===== src/rtl/cca_pkg.sv =====
package cca_pkg;
   localparam int unsigned CCA_MIN_WIDTH = 4;
   localparam int unsigned CCA_MAX_WIDTH = 16;

   // Stored polarity of the conditional carries after a given tree level:
   // 1 means the stored value is the complement of the carry.
   function automatic bit level_inverted(input int unsigned lvl);
      return (lvl % 2) == 0;
   endfunction
endpackage


===== src/rtl/cca_nmux.sv =====
module cca_nmux #(
   parameter bit SWAP = 1'b0
) (
   input  logic d0,
   input  logic d1,
   input  logic s,
   output logic y
);
   generate
      if (SWAP) begin : g_swapped
         assign y = ~(s ? d0 : d1);
      end else begin : g_straight
         assign y = ~(s ? d1 : d0);
      end
   endgenerate
endmodule


===== src/rtl/cca_nmux_merged.sv =====
module cca_nmux_merged #(
   parameter bit SWAP = 1'b0
) (
   input  logic d0,
   input  logic d1,
   input  logic s_lo,
   input  logic s_hi,
   input  logic en,
   output logic y
);
   logic lo_en, hi_en;
   logic lo_pick, hi_pick;

   assign lo_en = ~en;
   assign hi_en = en;

   generate
      if (SWAP) begin : g_swapped
         assign lo_pick = s_lo ? d0 : d1;
         assign hi_pick = s_hi ? d0 : d1;
      end else begin : g_straight
         assign lo_pick = s_lo ? d1 : d0;
         assign hi_pick = s_hi ? d1 : d0;
      end
   endgenerate

   // two enabled branches sharing one output, modelled as and-or
   assign y = (lo_en & ~lo_pick) | (hi_en & ~hi_pick);

   always_comb begin
      p_one_driver_r5: assert ($onehot({lo_en, hi_en}))
         else $error("merged stage drives with %b", {lo_en, hi_en});
   end
endmodule


===== src/rtl/cca_xor3.sv =====
module cca_xor3 #(
   parameter bit C_INV = 1'b0
) (
   input  logic a,
   input  logic b,
   input  logic c,
   output logic s
);
   generate
      if (C_INV) begin : g_xnor
         assign s = ~(a ^ b ^ c);
      end else begin : g_xor
         assign s = a ^ b ^ c;
      end
   endgenerate
endmodule


===== src/rtl/cond_carry_adder.sv =====
module cond_carry_adder
   import cca_pkg::*;
#(
   parameter int unsigned WIDTH      = 16,
   parameter bit          MERGE_LAST = 1'b1
) (
   input  logic [WIDTH-1:0] a_i,
   input  logic [WIDTH-1:0] b_i,
   input  logic             cin_i,
   output logic [WIDTH-1:0] sum_o,
   output logic             cout_o
);
   localparam int unsigned LEVELS = $clog2(WIDTH);
   localparam int unsigned TREE   = MERGE_LAST ? LEVELS - 1 : LEVELS;
   localparam int unsigned HALF   = WIDTH / 2;
   localparam bit          C_POL  = MERGE_LAST ? !level_inverted(LEVELS - 1)
                                               : !level_inverted(LEVELS);

   generate
      if (!(WIDTH == 4 || WIDTH == 8 || WIDTH == 16)) begin : g_bad_width
         $error("cond_carry_adder: WIDTH %0d not in {4,8,16}", WIDTH);
      end
      if (WIDTH < CCA_MIN_WIDTH || WIDTH > CCA_MAX_WIDTH) begin : g_bad_range
         $error("cond_carry_adder: WIDTH out of range");
      end
   endgenerate

   // conditional carries per level: kz = group carry-in 0, ko = carry-in 1
   logic [TREE:0][WIDTH-1:0] kz;
   logic [TREE:0][WIDTH-1:0] ko;
   logic [WIDTH-1:0]         cres;    // resolved carry out of each bit, polarity C_POL
   logic [WIDTH-1:0]         cin_bit; // carry into each bit, true polarity handled in xor

   // level 0: minority reductions, complemented candidates
   assign kz[0] = ~(a_i & b_i);
   assign ko[0] = ~(a_i | b_i);

   genvar lv, i;
   generate
      for (lv = 1; lv <= TREE; lv++) begin : g_lvl
         localparam int unsigned GRP = 1 << lv;
         localparam int unsigned HG  = GRP / 2;
         localparam bit          SW  = level_inverted(lv - 1);
         for (i = 0; i < WIDTH; i++) begin : g_bit
            localparam int unsigned SRC = (i / GRP) * GRP + HG - 1;
            if ((i % GRP) >= HG) begin : g_sel
               cca_nmux #(.SWAP(SW)) u_mz (
                  .d0(kz[lv-1][i]), .d1(ko[lv-1][i]), .s(kz[lv-1][SRC]), .y(kz[lv][i]));
               cca_nmux #(.SWAP(SW)) u_mo (
                  .d0(kz[lv-1][i]), .d1(ko[lv-1][i]), .s(ko[lv-1][SRC]), .y(ko[lv][i]));
            end else begin : g_pass
               assign kz[lv][i] = ~kz[lv-1][i];
               assign ko[lv][i] = ~ko[lv-1][i];
            end
         end
      end

      for (i = 0; i < WIDTH; i++) begin : g_fin
         if (MERGE_LAST && i >= HALF) begin : g_merged
            cca_nmux_merged #(.SWAP(level_inverted(LEVELS - 1))) u_mm (
               .d0(kz[TREE][i]), .d1(ko[TREE][i]),
               .s_lo(kz[TREE][HALF-1]), .s_hi(ko[TREE][HALF-1]),
               .en(cin_i), .y(cres[i]));
         end else begin : g_cin
            cca_nmux #(.SWAP(1'b0)) u_mc (
               .d0(kz[TREE][i]), .d1(ko[TREE][i]), .s(cin_i), .y(cres[i]));
         end
      end

      assign cin_bit[0] = cin_i;
      cca_xor3 #(.C_INV(1'b0)) u_s0 (
         .a(a_i[0]), .b(b_i[0]), .c(cin_bit[0]), .s(sum_o[0]));
      for (i = 1; i < WIDTH; i++) begin : g_sum
         assign cin_bit[i] = cres[i-1];
         cca_xor3 #(.C_INV(C_POL)) u_sx (
            .a(a_i[i]), .b(b_i[i]), .c(cin_bit[i]), .s(sum_o[i]));
      end

      if (C_POL) begin : g_cout_inv
         assign cout_o = ~cres[WIDTH-1];
      end else begin : g_cout_true
         assign cout_o = cres[WIDTH-1];
      end
   endgenerate

   logic [WIDTH:0] chk_total;
   always_comb begin
      chk_total = {1'b0, a_i} + {1'b0, b_i} + {{WIDTH{1'b0}}, cin_i};
      p_sum_r1: assert (sum_o == chk_total[WIDTH-1:0])
         else $error("sum %h expected %h", sum_o, chk_total[WIDTH-1:0]);
      p_cout_r2: assert (cout_o == chk_total[WIDTH])
         else $error("cout %b expected %b", cout_o, chk_total[WIDTH]);
      if ((a_i ^ b_i) == {WIDTH{1'b1}}) begin
         p_propagate_r3: assert (cout_o == cin_i)
            else $error("full propagate cout %b cin %b", cout_o, cin_i);
      end
      if (a_i == '0 && b_i == '0) begin
         p_zero_r4: assert (sum_o == {{(WIDTH-1){1'b0}}, cin_i} && !cout_o)
            else $error("zero operands gave %b %h", cout_o, sum_o);
      end
   end
endmodule


===== config.mk =====
export PLATFORM = sky130hd
export DESIGN_NAME = cond_carry_adder
export DESIGN_NICKNAME = d
export VERILOG_FILES = /design/src/rtl/cca_pkg.sv /design/src/rtl/cca_nmux.sv /design/src/rtl/cca_nmux_merged.sv /design/src/rtl/cca_xor3.sv /design/src/rtl/cond_carry_adder.sv
export SDC_FILE = /design/constraint.sdc
export NUM_CORES = 1
export LEC_CHECK = 0
export BUFFER_PORTS_ARGS = -buffer_cell sky130_fd_sc_hd__buf_2
export CORE_ASPECT_RATIO = 1.75
export CORE_MARGIN = 3
export CORE_UTILIZATION = 49
export DETAILED_ROUTE_END_ITERATION = 8
export GPL_TIMING_DRIVEN = 0
export PLACE_DENSITY = 0.79
export RECOVER_POWER = 100
export SYNTH_ARGS = -nofsm -noshare
export SYNTH_HDL_FRONTEND = slang
export SYNTH_SLANG_ARGS = --single-unit

===== constraint.sdc =====
create_clock -name vclk -period 5.1
set_input_delay 0.51 -clock vclk [all_inputs]
set_output_delay 0.51 -clock vclk [all_outputs]
set_load 0.05 [all_outputs]

=== Word level (Yosys, flattened, before mapping) ===
Index checks and enable logic that the tools add are counted.
W data, S select, Z words.

* Multiplexer cells: 72
* Bitwise logic cells: 149

{| class="wikitable"
|+ Operators with widths
! cell !! number
|-
| $not A1 Y1 || 89
|-
| $mux W1 || 72
|-
| $not A16 Y16 || 2
|-
| $xor A1 B1 Y1 || 32
|-
| $and A1 B1 Y1 || 16
|-
| $and A16 B16 Y16 || 1
|-
| $or A16 B16 Y16 || 1
|-
| $or A1 B1 Y1 || 8
|}

* Bits in registers: 0
* Input bits: 33
* Output and inout port bits: 17
* Word-level logic and storage cells: 221

=== Logic depth before layout (Yosys ltp) ===
Gate-level depths: netlist (run 1).

* Word-level depth: 13
* Mapped depth: 13

=== Modules after synthesis ===
A second synthesis (run 1) with hierarchy kept.

* Cells, all modules: 145
* Area total of the unflattened synthesis: 1333.8 sq um

{| class="wikitable"
|+ By module, submodules not included
! module !! instances !! cells each !! area an instance (sq um) !! seq. area each (sq um)
|-
| cca_nmux || 56 || 1 || 10.0 || 0.0
|-
| cca_xor3 at g_sum[10].u_sx ... || 15 || 1 || 22.5 || 0.0
|-
| cond_carry_adder || 1 || 57 || 251.5 || 0.0
|-
| cca_nmux_merged || 8 || 2 || 20.0 || 0.0
|-
| cca_xor3 at u_s0 || 1 || 1 || 23.8 || 0.0
|}

=== Worst setup path after synthesis (run 1) ===
No wires, ideal clock.

* Kind: input-to-output
* Start: input port a_i[3]
* End: output port cout_o
* Data arrival time: 3.356 ns
* Data required time: 4.590 ns
* Slack: 1.234 ns
* Stages: 11
* Path buffers: 1
* Path through: ha_1 -> or3_1 -> a211o_1 -> nand2_2 -> a2111oi_2 -> or2_1 -> buf_6 -> a21oi_1 -> or2_2 -> nor3_1 -> a211oi_1

* Cells in the longest elaborated chain, start to end: 11

{| class="wikitable"
|+ Ends and longest elaborated chain
! what !! RTL line !! source
|-
| start: declaration || cond_carry_adder.sv:7 || <nowiki>input logic [WIDTH-1:0] a_i,</nowiki>
|-
| $or A16 B16 Y16 / $and A16 B16 Y16 (equally long branches) || cond_carry_adder.sv:36, cond_carry_adder.sv:35 ||
|-
| $not A16 Y16, on equally long branches || cond_carry_adder.sv:36, cond_carry_adder.sv:35 ||
|-
| $mux W1 || cca_nmux.sv:11 || <nowiki>assign y = ~(s ? d0 : d1);</nowiki>
|-
| $not A1 Y1 || cca_nmux.sv:11 ||
|-
| $mux W1 || cca_nmux.sv:13 || <nowiki>assign y = ~(s ? d1 : d0);</nowiki>
|-
| $mux W1 || cca_nmux.sv:11 ||
|-
| $mux W1, on equally long branches || cca_nmux_merged.sv:22, cca_nmux_merged.sv:23 ||
|-
| $not A1 Y1 || cca_nmux_merged.sv:28 || <nowiki>assign y = (lo_en & ~lo_pick) | (hi_en & ~hi_pick);</nowiki>
|-
| $and A1 B1 Y1 || cca_nmux_merged.sv:28 ||
|-
| $or A1 B1 Y1 * || cca_nmux_merged.sv:28 ||
|-
| $not A1 Y1 * || cond_carry_adder.sv:80 || <nowiki>assign cout_o = ~cres[WIDTH-1];</nowiki>
|-
| end: declaration || cond_carry_adder.sv:11 || <nowiki>output logic cout_o</nowiki>
|}

Mark *: on every way between the ends. The rest lies on a longest branch, timed or not.

=== Final worst setup path (run 1) ===
* Start: input port a_i[0]
* End: output port sum_o[14]

* Cells in the longest elaborated chain, start to end: 11

{| class="wikitable"
|+ Ends and longest elaborated chain
! what !! RTL line !! source
|-
| $and A16 B16 Y16 / $or A16 B16 Y16 (equally long branches) || cond_carry_adder.sv:35, cond_carry_adder.sv:36 ||
|-
| $not A16 Y16, on equally long branches || cond_carry_adder.sv:35, cond_carry_adder.sv:36 ||
|-
| $mux W1 || cca_nmux.sv:11 ||
|-
| $mux W1 || cca_nmux.sv:13 ||
|-
| $mux W1 || cca_nmux.sv:11 ||
|-
| $mux W1, on equally long branches || cca_nmux_merged.sv:22, cca_nmux_merged.sv:23 ||
|-
| $not A1 Y1 || cca_nmux_merged.sv:28 ||
|-
| $and A1 B1 Y1 || cca_nmux_merged.sv:28 ||
|-
| $or A1 B1 Y1 * || cca_nmux_merged.sv:28 ||
|-
| $xor A1 B1 Y1 * || cca_xor3.sv:11 || <nowiki>assign s = ~(a ^ b ^ c);</nowiki>
|-
| $not A1 Y1 * || cca_xor3.sv:11 ||
|-
| end: declaration || cond_carry_adder.sv:10 || <nowiki>output logic [WIDTH-1:0] sum_o,</nowiki>
|}

Marks and branches as above.

==> results of run 1 <==
critical path, cell delays in order:
cell and delay, ns:
buf_2 0.09, ha_1 0.13, nor2b_1 0.33, a211o_1 0.17, nand2_2 0.07, a2111oi_0 0.74, or2_1 0.21, buf_6 0.12
a21oi_1 0.05, or2_2 0.32, nor2_2 0.17, xnor2_1 0.13, buf_4 0.12, clkbuf_1 0.45
logic make-up (layout without fill, tap and decap cells):
kind of cell | after synthesis | count (layout)
AND/OR/NAND/NOR | 62 | 62
buffers and inverters | 54 | 104
AO/OA/AOI/OAI | 34 | 34
adder cells (fa/ha/maj) | 32 | 32
XOR/XNOR | 15 | 15
multiplexers | 5 | 5
per-layer routing:
layer	wire length [um]	global-route usage	vias to the layer above
li1	-	-	758
met3	115	0.00232	0
met1	940	0.150	634
met4	0	0.0111	0
met5	0	0	-
met2	1650	0.358	29
per-stage QoR:
| stage | power [mW] | std cells | hold slack (ns) |
|---|---|---|---|
| after floorplan | 0.312 | 202 | 1.24 |
| after global placement | 0.375 | 279 | 1.51 |
| after detailed placement | 0.378 | 279 | 1.51 |
| after CTS | 0.380 | 279 | 1.51 |
| after global routing | 0.396 | 279 | 1.62 |
| final | 0.365 | 279 | 1.59 |
report_power, final:
part           internal [mW]  switching, mW  leakage, nW
combinational          0.130          0.234        0.959
clock                      0              0            0
sequential                 0              0            0
total                  0.130          0.234        0.959
synthesized netlist by cell type, drive strengths merged, types with 3 or more instances:
| master | n |
|---|---|
| nand3 | 9 |
| nand2b | 4 |
| mux2i | 5 |
| a21o | 3 |
| ha | 32 |
| or2 | 5 |
| buf | 17 |
| xor2 | 6 |
| inv | 37 |
| o211ai | 3 |
| nand3b | 4 |
| nor2b | 6 |
| xnor2 | 9 |
| a21oi | 7 |
| nor2 | 13 |
| o21ai | 7 |
| nand2 | 11 |
worst max-delay path by stage:
stage	slack [ns]	end	depth (start not counted)	start
6_report	0.99	sum_o[14]	14	a_i[0]
5_1_grt	0.59	sum_o[14]	14	a_i[0]
4_1_cts	1.25	sum_o[11]	14	a_i[3]
3_5_place_dp	1.27	sum_o[11]	14	a_i[3]
3_3_place_gp	1.26	sum_o[11]	14	a_i[3]
2_1_floorplan	1.23	cout_o	11	a_i[3]
area by class of cell:
cell class	count	share of cell area
buffer	17	0.0774
inverter	37	0.0819
tap	27	0.0199
multi-input combinational	148	0.684
timing repair buffer	50	0.136
==> results.py, run 1 <==
metrics = {
    "yosys": {
        "synth_top_family_by_area": "adder cells",
        "yosysSeqAreaShare": 0,
        "yosys.area.top_type": "ha_1",
        "synth-compound-area-share": 0.178,
        "synth-simple-area-share": 0.230,
        "synth_fa_ha_area_frac": 0.279,
        "yosysUniqueCellTypes": 40,
        "synth_area_um2": 1440,
        "synth_xor_xnor_area_share": 0.0914,
        "ys_warn_count": 0,
        "yosys-top-cells-area": "ha_1 28%, inv_1 9.7%, buf_4 8.4%",
        "netlist_instances": 202,
        "synth_area_per_cell_um2": 7.12,
        "yosysTopAreaCellShare": 0.279,
        "synth_mux_area_frac": 0.0348,
        "syn_nets": 267,
    },
    "timing": {
        "tns_ns": 0,
        "drv_slew": 0,
        "clock.fmax_mhz": 243,
        "worstMarginPinSlew_ns": 0.844,
        "period_needed_ns": 4.11,
        "relSlewSlack": 0.422,
        "setup_ws_ns": 0.987,
        "finalCritPeriodShare": 0.807,
        "setup_violations": 0,
        "final-hold-violation-count": 0,
        "rsz0062_at_grt": "false",
    },
    "clocking": {
        "cts_hold_buf": 0,
        "post_cts_buffers": 0,
        "cts-resized-gates": 0,
    },
    "routing": {
        "drt-total-wl_mm": 2.71,
        "drc": 0,
        "vias_per_cell": 5.09,
        "vias": 1421,
        "postRouteAntennaNets": 0,
        "firstDrtPassIters": 4,
        "routedWlPerCell_um": 9.70,
        "dr.first_iter.drc_count": 8,
    },
    "final_layout": {
        "clock_buffers": 0,
        "final_cell_mix": "37 x inv_1, 35 x buf_2, 32 x ha_1",
        "utilization": 0.616,
        "multi_input_area_um2": 1160,
        "sequential_cell_total": 0,
        "final_area_um2": 1700,
        "final-seq-area_um2": 0,
        "layout-drive-gt1-share": 0.246,
        "diodes": 0,
        "num-nets-final": 319,
        "fillerInstances": 283,
        "area_growth_pct": 18.0,
        "final_common_cell": "inv_1",
    },
    "global_routing": {
        "grtUsageTotal": 0.163,
        "grt_first_pass_wirelength_mm": 4.92,
        "grt_pass1_vias": 1373,
        "antenna_found_initial": 0,
        "grt_max_degree": 7,
        "grt.overflow.total": 0,
    },
    "min_path": {
        "hold_start": "cin_i",
        "hold_class": "in -> out",
        "hold-path-endpoint": "sum_o[0]",
        "whs_path_depth": 4,
    },
    "floorplan": {
        "initial_core_util": 0.522,
        "die-width_um": 46.9,
        "die_h_um": 77.7,
        "coreArea_um2": 2750,
        "rows": 25,
        "num_io_pins": 50,
        "die-area_um2": 3650,
    },
    "run": {
        "cap_violations": 0,
    },
    "worst_setup_path": {
        "arrival_ns": 3.60,
        "criticalPathCategory": "in -> out",
        "start_kind": "input pin",
        "cp-end-kind": "output port",
        "worstPathRequired_ns": 4.59,
        "worstPathMaxFanout": 6,
    },
    "power": {
        "ir_worst_vdd_uv": 130,
        "cellLeakagePower_nw": 0.959,
        "power_density_nw_per_um2": 215,
    },
    "place": {
        "place_hpwl_mm": 2.54,
        "portBuffers": 50,
        "place_area_um2": 1720,
        "gp_congestion": 0.881,
        "place_ws_ns": 1.27,
    },
    "outcome": {
        "status": "finished, final reports clean",
    },
}
Note: power is estimated with default switching activity, not from simulation.
==> run 2: changes to the inputs <==
--- a/config.mk
+++ b/config.mk
@@ -5,13 +5,14 @@
 export SDC_FILE = /design/constraint.sdc
 export NUM_CORES = 1
 export LEC_CHECK = 0
+export ABC_AREA = 1
 export BUFFER_PORTS_ARGS = -buffer_cell sky130_fd_sc_hd__buf_2
 export CORE_ASPECT_RATIO = 1.75
 export CORE_MARGIN = 3
 export CORE_UTILIZATION = 49
 export DETAILED_ROUTE_END_ITERATION = 8
 export GPL_TIMING_DRIVEN = 0
-export PLACE_DENSITY = 0.79
+export PLACE_DENSITY = 0.78
 export RECOVER_POWER = 100
 export SYNTH_ARGS = -nofsm -noshare
 export SYNTH_HDL_FRONTEND = slang
==> constraint.sdc (replaced) <==
create_clock -name vclk -period 3.49
set_input_delay 0.349 -clock vclk [all_inputs]
set_output_delay 0.349 -clock vclk [all_outputs]
set_load 0.05 [all_outputs]
==> results.py, run 2 <==
metrics = {
    "floorplan": {
        "die_h_um": 87.7,
        "die-area_um2": 4620,
        "initial_core_util": 0.514,
        "die-width_um": 52.7,
        "rows": 29,
        "coreArea_um2": 3630,
        "num_io_pins": 50,
    },
    "timing": {
        "final-hold-violation-count": 0,
        "tns_ns": 0,
        "finalCritPeriodShare": 0.756,
        "rsz0062_at_grt": "false",
        "setup_violations": 0,
        "relSlewSlack": 0.603,
        "period_needed_ns": 2.64,
        "worstMarginPinSlew_ns": 0.597,
        "drv_slew": 0,
        "clock.fmax_mhz": 379,
    },
    "yosys": {
        "synth_area_um2": 1870,
        "synthTopCellsByCount": "115 x nand2_1, 62 x inv_1, 32 x ha_1",
        "netlist_instances": 326,
        "synth.most_common_cell": "nand2_1",
        "syn_nets": 391,
        "synth_area_per_cell_um2": 5.73,
        "yosysSeqAreaShare": 0,
        "ys_warn_count": 0,
        "yosysTopAreaCellShare": 0.231,
        "yosys-top-cells-area": "nand2_1 23%, ha_1 21%, inv_1 12%",
        "yosys.area.top_type": "nand2_1",
        "yosysUniqueCellTypes": 20,
    },
    "routing": {
        "wl_met3_um": 112,
        "highest_layer": "met4",
        "postRouteAntennaNets": 0,
        "dr_wl_met2_mm": 2.24,
        "vias": 1998,
        "dr.first_iter.drc_count": 35,
        "firstDrtPassIters": 4,
        "drt-total-wl_mm": 3.71,
        "vias_per_cell": 4.73,
        "routedWlPerCell_um": 8.78,
        "drt-met1-wl_mm": 1.34,
        "drc": 0,
    },
    "final_layout": {
        "area_growth_pct": 15.4,
        "fillerInstances": 392,
        "sequential_cell_total": 0,
        "clock_buffers": 0,
        "stdcell_count": 422,
        "final-seq-area_um2": 0,
        "diodes": 0,
        "final_common_cell": "nand2_1",
        "utilization": 0.594,
        "num-nets-final": 443,
        "layout-drive-gt1-share": 0.239,
        "final_cell_mix": "115 x nand2_1, 62 x inv_1, 34 x buf_2",
    },
    "min_path": {
        "hold_class": "in -> out",
    },
    "global_routing": {
        "antenna_found_initial": 0,
        "grt_pass1_vias": 1804,
        "grtUsageTotal": 0.166,
        "grt.overflow.total": 0,
        "grt_first_pass_wirelength_mm": 6.48,
        "grt_max_degree": 11,
    },
    "outcome": {
        "status": "finished, final reports clean",
    },
    "worst_setup_path": {
        "path_cells": "buf_2, inv_1, ha_1, o21ai_0, nand2_1, o21ai_1, nand2_2, nand3_4, nand2_4, xnor2_1, buf_4, clkbuf_1",
        "critical-path-max-stage-delay_ns": 0.45,
        "criticalPathCategory": "in -> out",
        "arrival_ns": 2.29,
        "worstPathRequired_ns": 3.14,
        "start_kind": "input pin",
        "cp-end-kind": "output port",
        "slowest_stage": "clkbuf_1",
        "worstPathMaxFanout": 8,
    },
    "run": {
        "cap_violations": 0,
    },
    "clocking": {
        "cts-resized-gates": 0,
        "post_cts_buffers": 0,
        "cts_hold_buf": 0,
    },
    "place": {
        "place_hpwl_mm": 3.37,
        "gp_congestion": 0.944,
        "portBuffers": 50,
        "dp_cells": 422,
    },
    "power": {
        "cellLeakagePower_nw": 1.33,
        "power_density_nw_per_um2": 260,
        "ir_worst_vdd_uv": 161,
    },
}
## run 2: cell types whose count changed after synthesis, sizes merged, moves of 6 or more
cell / delta
o21ai: +29
nand3: +15
nor2b: -6
nand2: +121
inv: +28
a21oi: -7
## run 2: worst max-delay path, delay by kind of cell
family | cells | cell delay [ns]
XOR/XNOR | 1 | 0.20
AND/OR/NAND/NOR | 4 | 0.43
AO/OA/AOI/OAI | 2 | 0.38
adder cells (fa/ha/maj) | 1 | 0.22
buffers and inverters | 4 | 0.72
## run 2: final timing paths
path,from,to,cells past startpoint
min,cin_i,cout_o,5
max,a_i[2],sum_o[8],12
## run 2: stage by stage
| stage | area, um2 | power [mW] | setup slack [ns] | hold WS [ns] |
|---|---|---|---|---|
| after floorplan | 1870 | 0.470 | 1.46 | 1.08 |
| after global placement | 2170 | 0.567 | 1.09 | 1.23 |
| after detailed placement | 2170 | 0.576 | 1.03 | 1.22 |
| after CTS | 2170 | 0.578 | 1.03 | 1.22 |
| after global routing | 2150 | 0.619 | 0.590 | 1.26 |
| final | 2150 | 0.561 | 0.851 | 1.21 |
## run 2: logic make-up (layout without fill, tap and decap cells)
| family | after synthesis | after routing | share of synthesized area |
|---|---|---|---|
| xor gates and xnor gates | 10 | 10 | 0.0469 |
| and+or+nand+nor | 166 | 166 | 0.416 |
| buffers and inverters | 82 | 132 | 0.202 |
| AOI/OAI and AO/OA | 36 | 36 | 0.121 |
| adders and majority gates | 32 | 32 | 0.214 |
## run 2: layout make-up
cell class                      instances  area (um2)  share of cell area
Multi-Input combinational cell        244        1490               0.691
Inverter                               65         244               0.113
Timing Repair Buffer                   50         230               0.107
Buffer                                 17         134              0.0621
Tap cell                               46        57.6              0.0267
## run 2: power breakdown
group / switching, mW / leakage [nW] / total [mW] / internal (mW)
Clock: 0 / 0 / 0 / 0
Combinational: 0.373 / 1.33 / 0.561 / 0.188
Sequential: 0 / 0 / 0 / 0
## run 2: metal layers
layer / global-route usage / up-vias
met3: 0 / 2
met1: 0.161 / 884
met2: 0.374 / 35
met5: 0 / -
met4: 0.00698 / 0
li1: - / 1077
==> run 3: changes to the inputs <==
--- a/config.mk
+++ b/config.mk
@@ -12,7 +12,7 @@
 export CORE_UTILIZATION = 49
 export DETAILED_ROUTE_END_ITERATION = 8
 export GPL_TIMING_DRIVEN = 0
-export PLACE_DENSITY = 0.78
+export PLACE_DENSITY = 0.75
 export RECOVER_POWER = 100
 export SYNTH_ARGS = -nofsm -noshare
 export SYNTH_HDL_FRONTEND = slang
==> constraint.sdc (replaced) <==
create_clock -name vclk -period 2.68
set_input_delay 0.268 -clock vclk [all_inputs]
set_output_delay 0.268 -clock vclk [all_outputs]
set_load 0.05 [all_outputs]
==> results.py, run 3 (synthesized netlist as in run 2, its figures left out) <==
metrics = {
    "timing": {
        "rsz0062_at_grt": "false",
        "final-hold-violation-count": 0,
        "finalCritPeriodShare": 0.878,
        "tns_ns": 0,
        "clock.fmax_mhz": 425,
        "drv_slew": 0,
        "setup_violations": 0,
        "worstMarginPinSlew_ns": 0.605,
        "period_needed_ns": 2.35,
        "relSlewSlack": 0.599,
    },
    "routing": {
        "firstDrtPassIters": 4,
        "routedWlPerCell_um": 8.56,
        "drt-total-wl_mm": 3.61,
        "dr.first_iter.drc_count": 17,
        "vias": 1952,
        "drc": 0,
        "vias_per_cell": 4.63,
        "postRouteAntennaNets": 0,
    },
    "clocking": {
        "cts-resized-gates": 0,
        "cts_hold_buf": 0,
        "post_cts_buffers": 0,
    },
    "global_routing": {
        "grt_first_pass_wirelength_mm": 6.21,
        "grt_pass1_vias": 1748,
        "grtUsageTotal": 0.159,
        "grt.overflow.total": 0,
        "antenna_found_initial": 0,
        "grt_max_degree": 11,
    },
    "outcome": {
        "status": "finished, final reports clean",
    },
    "floorplan": {
        "num_io_pins": 50,
        "initial_core_util": 0.514,
        "die-width_um": 52.7,
        "die_h_um": 87.7,
        "die-area_um2": 4620,
        "rows": 29,
        "coreArea_um2": 3630,
    },
    "worst_setup_path": {
        "startpoint": "a_i[2]",
        "worstPathRequired_ns": 2.41,
        "arrival_ns": 2.09,
        "worstPathMaxFanout": 7,
        "cp-end-kind": "output port",
        "criticalPathCategory": "in -> out",
        "start_kind": "input pin",
    },
    "place": {
        "place_hpwl_mm": 3.31,
        "portBuffers": 50,
        "gp_congestion": 0.873,
    },
    "final_layout": {
        "fillerInstances": 404,
        "final_common_cell": "nand2_1",
        "multi_input_area_um2": 1490,
        "area_growth_pct": 16.1,
        "diodes": 0,
        "layout-drive-gt1-share": 0.266,
        "final-seq-area_um2": 0,
        "sequential_cell_total": 0,
        "num-nets-final": 443,
        "clock_buffers": 0,
        "final_cell_mix": "115 x nand2_1, 62 x inv_1, 33 x buf_2",
    },
    "run": {
        "cap_violations": 0,
    },
    "min_path": {
        "hold_start": "cin_i",
        "hold_class": "in -> out",
    },
    "power": {
        "power_mw": 0.738,
        "power_density_nw_per_um2": 341,
        "ir_worst_vdd_uv": 196,
        "cellLeakagePower_nw": 1.36,
    },
}
[run 3: changes by cell type in the layout (fill, tap and decap cells not counted), sizes merged]
cell	before	now
clkbuf	17	18
buf	50	49
[run 3: area by class of cell]
type,count,area share
repair buffers,50,0.112
inverters,65,0.113
multi-input cells,244,0.687
well taps,46,0.0266
plain buffers,17,0.0618
[run 3: path summary, 6_finish.rpt]
| path | endpoint | cells past startpoint |
|---|---|---|
| setup / recovery | sum_o[6] | 14 |
| hold / removal | cout_o | 5 |
[run 3: metrics by stage]
stage,cell area [um2],util,setup slack [ns],instances,hold slack [ns]
after floorplan,1870,-,0.810,326,0.922
after global placement,2170,0.599,0.419,422,1.07
after detailed placement,2170,0.599,0.391,422,1.06
after CTS,2170,0.599,0.393,422,1.06
after global routing,2170,0.597,0.140,422,1.12
final,2170,0.597,0.326,422,1.09
[run 3: where the power goes]
group | total, mW | switching (mW) | internal [mW]
clock | 0 | 0 | 0
sequential | 0 | 0 | 0
combinational | 0.738 | 0.484 | 0.254
[run 3: layer usage]
layer / up-vias / GRT usage / wire (um)
li1: 1077 / - / -
met1: 840 / 0.150 / 1360
met2: 33 / 0.355 / 2110
met3: 2 / 0.00170 / 106
met4: 0 / 0.0233 / 31
met5: - / 0 / 0
[run 3: critical path, cell delays in order]
cell and delay [ns]:
buf_2 0.09, inv_1 0.04, ha_1 0.23, o21ai_0 0.26, nand2_1 0.10, nand2_2 0.11, nand2_2 0.07, o21ai_4 0.10
inv_1 0.06, nand2_1 0.07, nand3b_1 0.07, nand2_1 0.07, buf_4 0.09, clkbuf_1 0.45
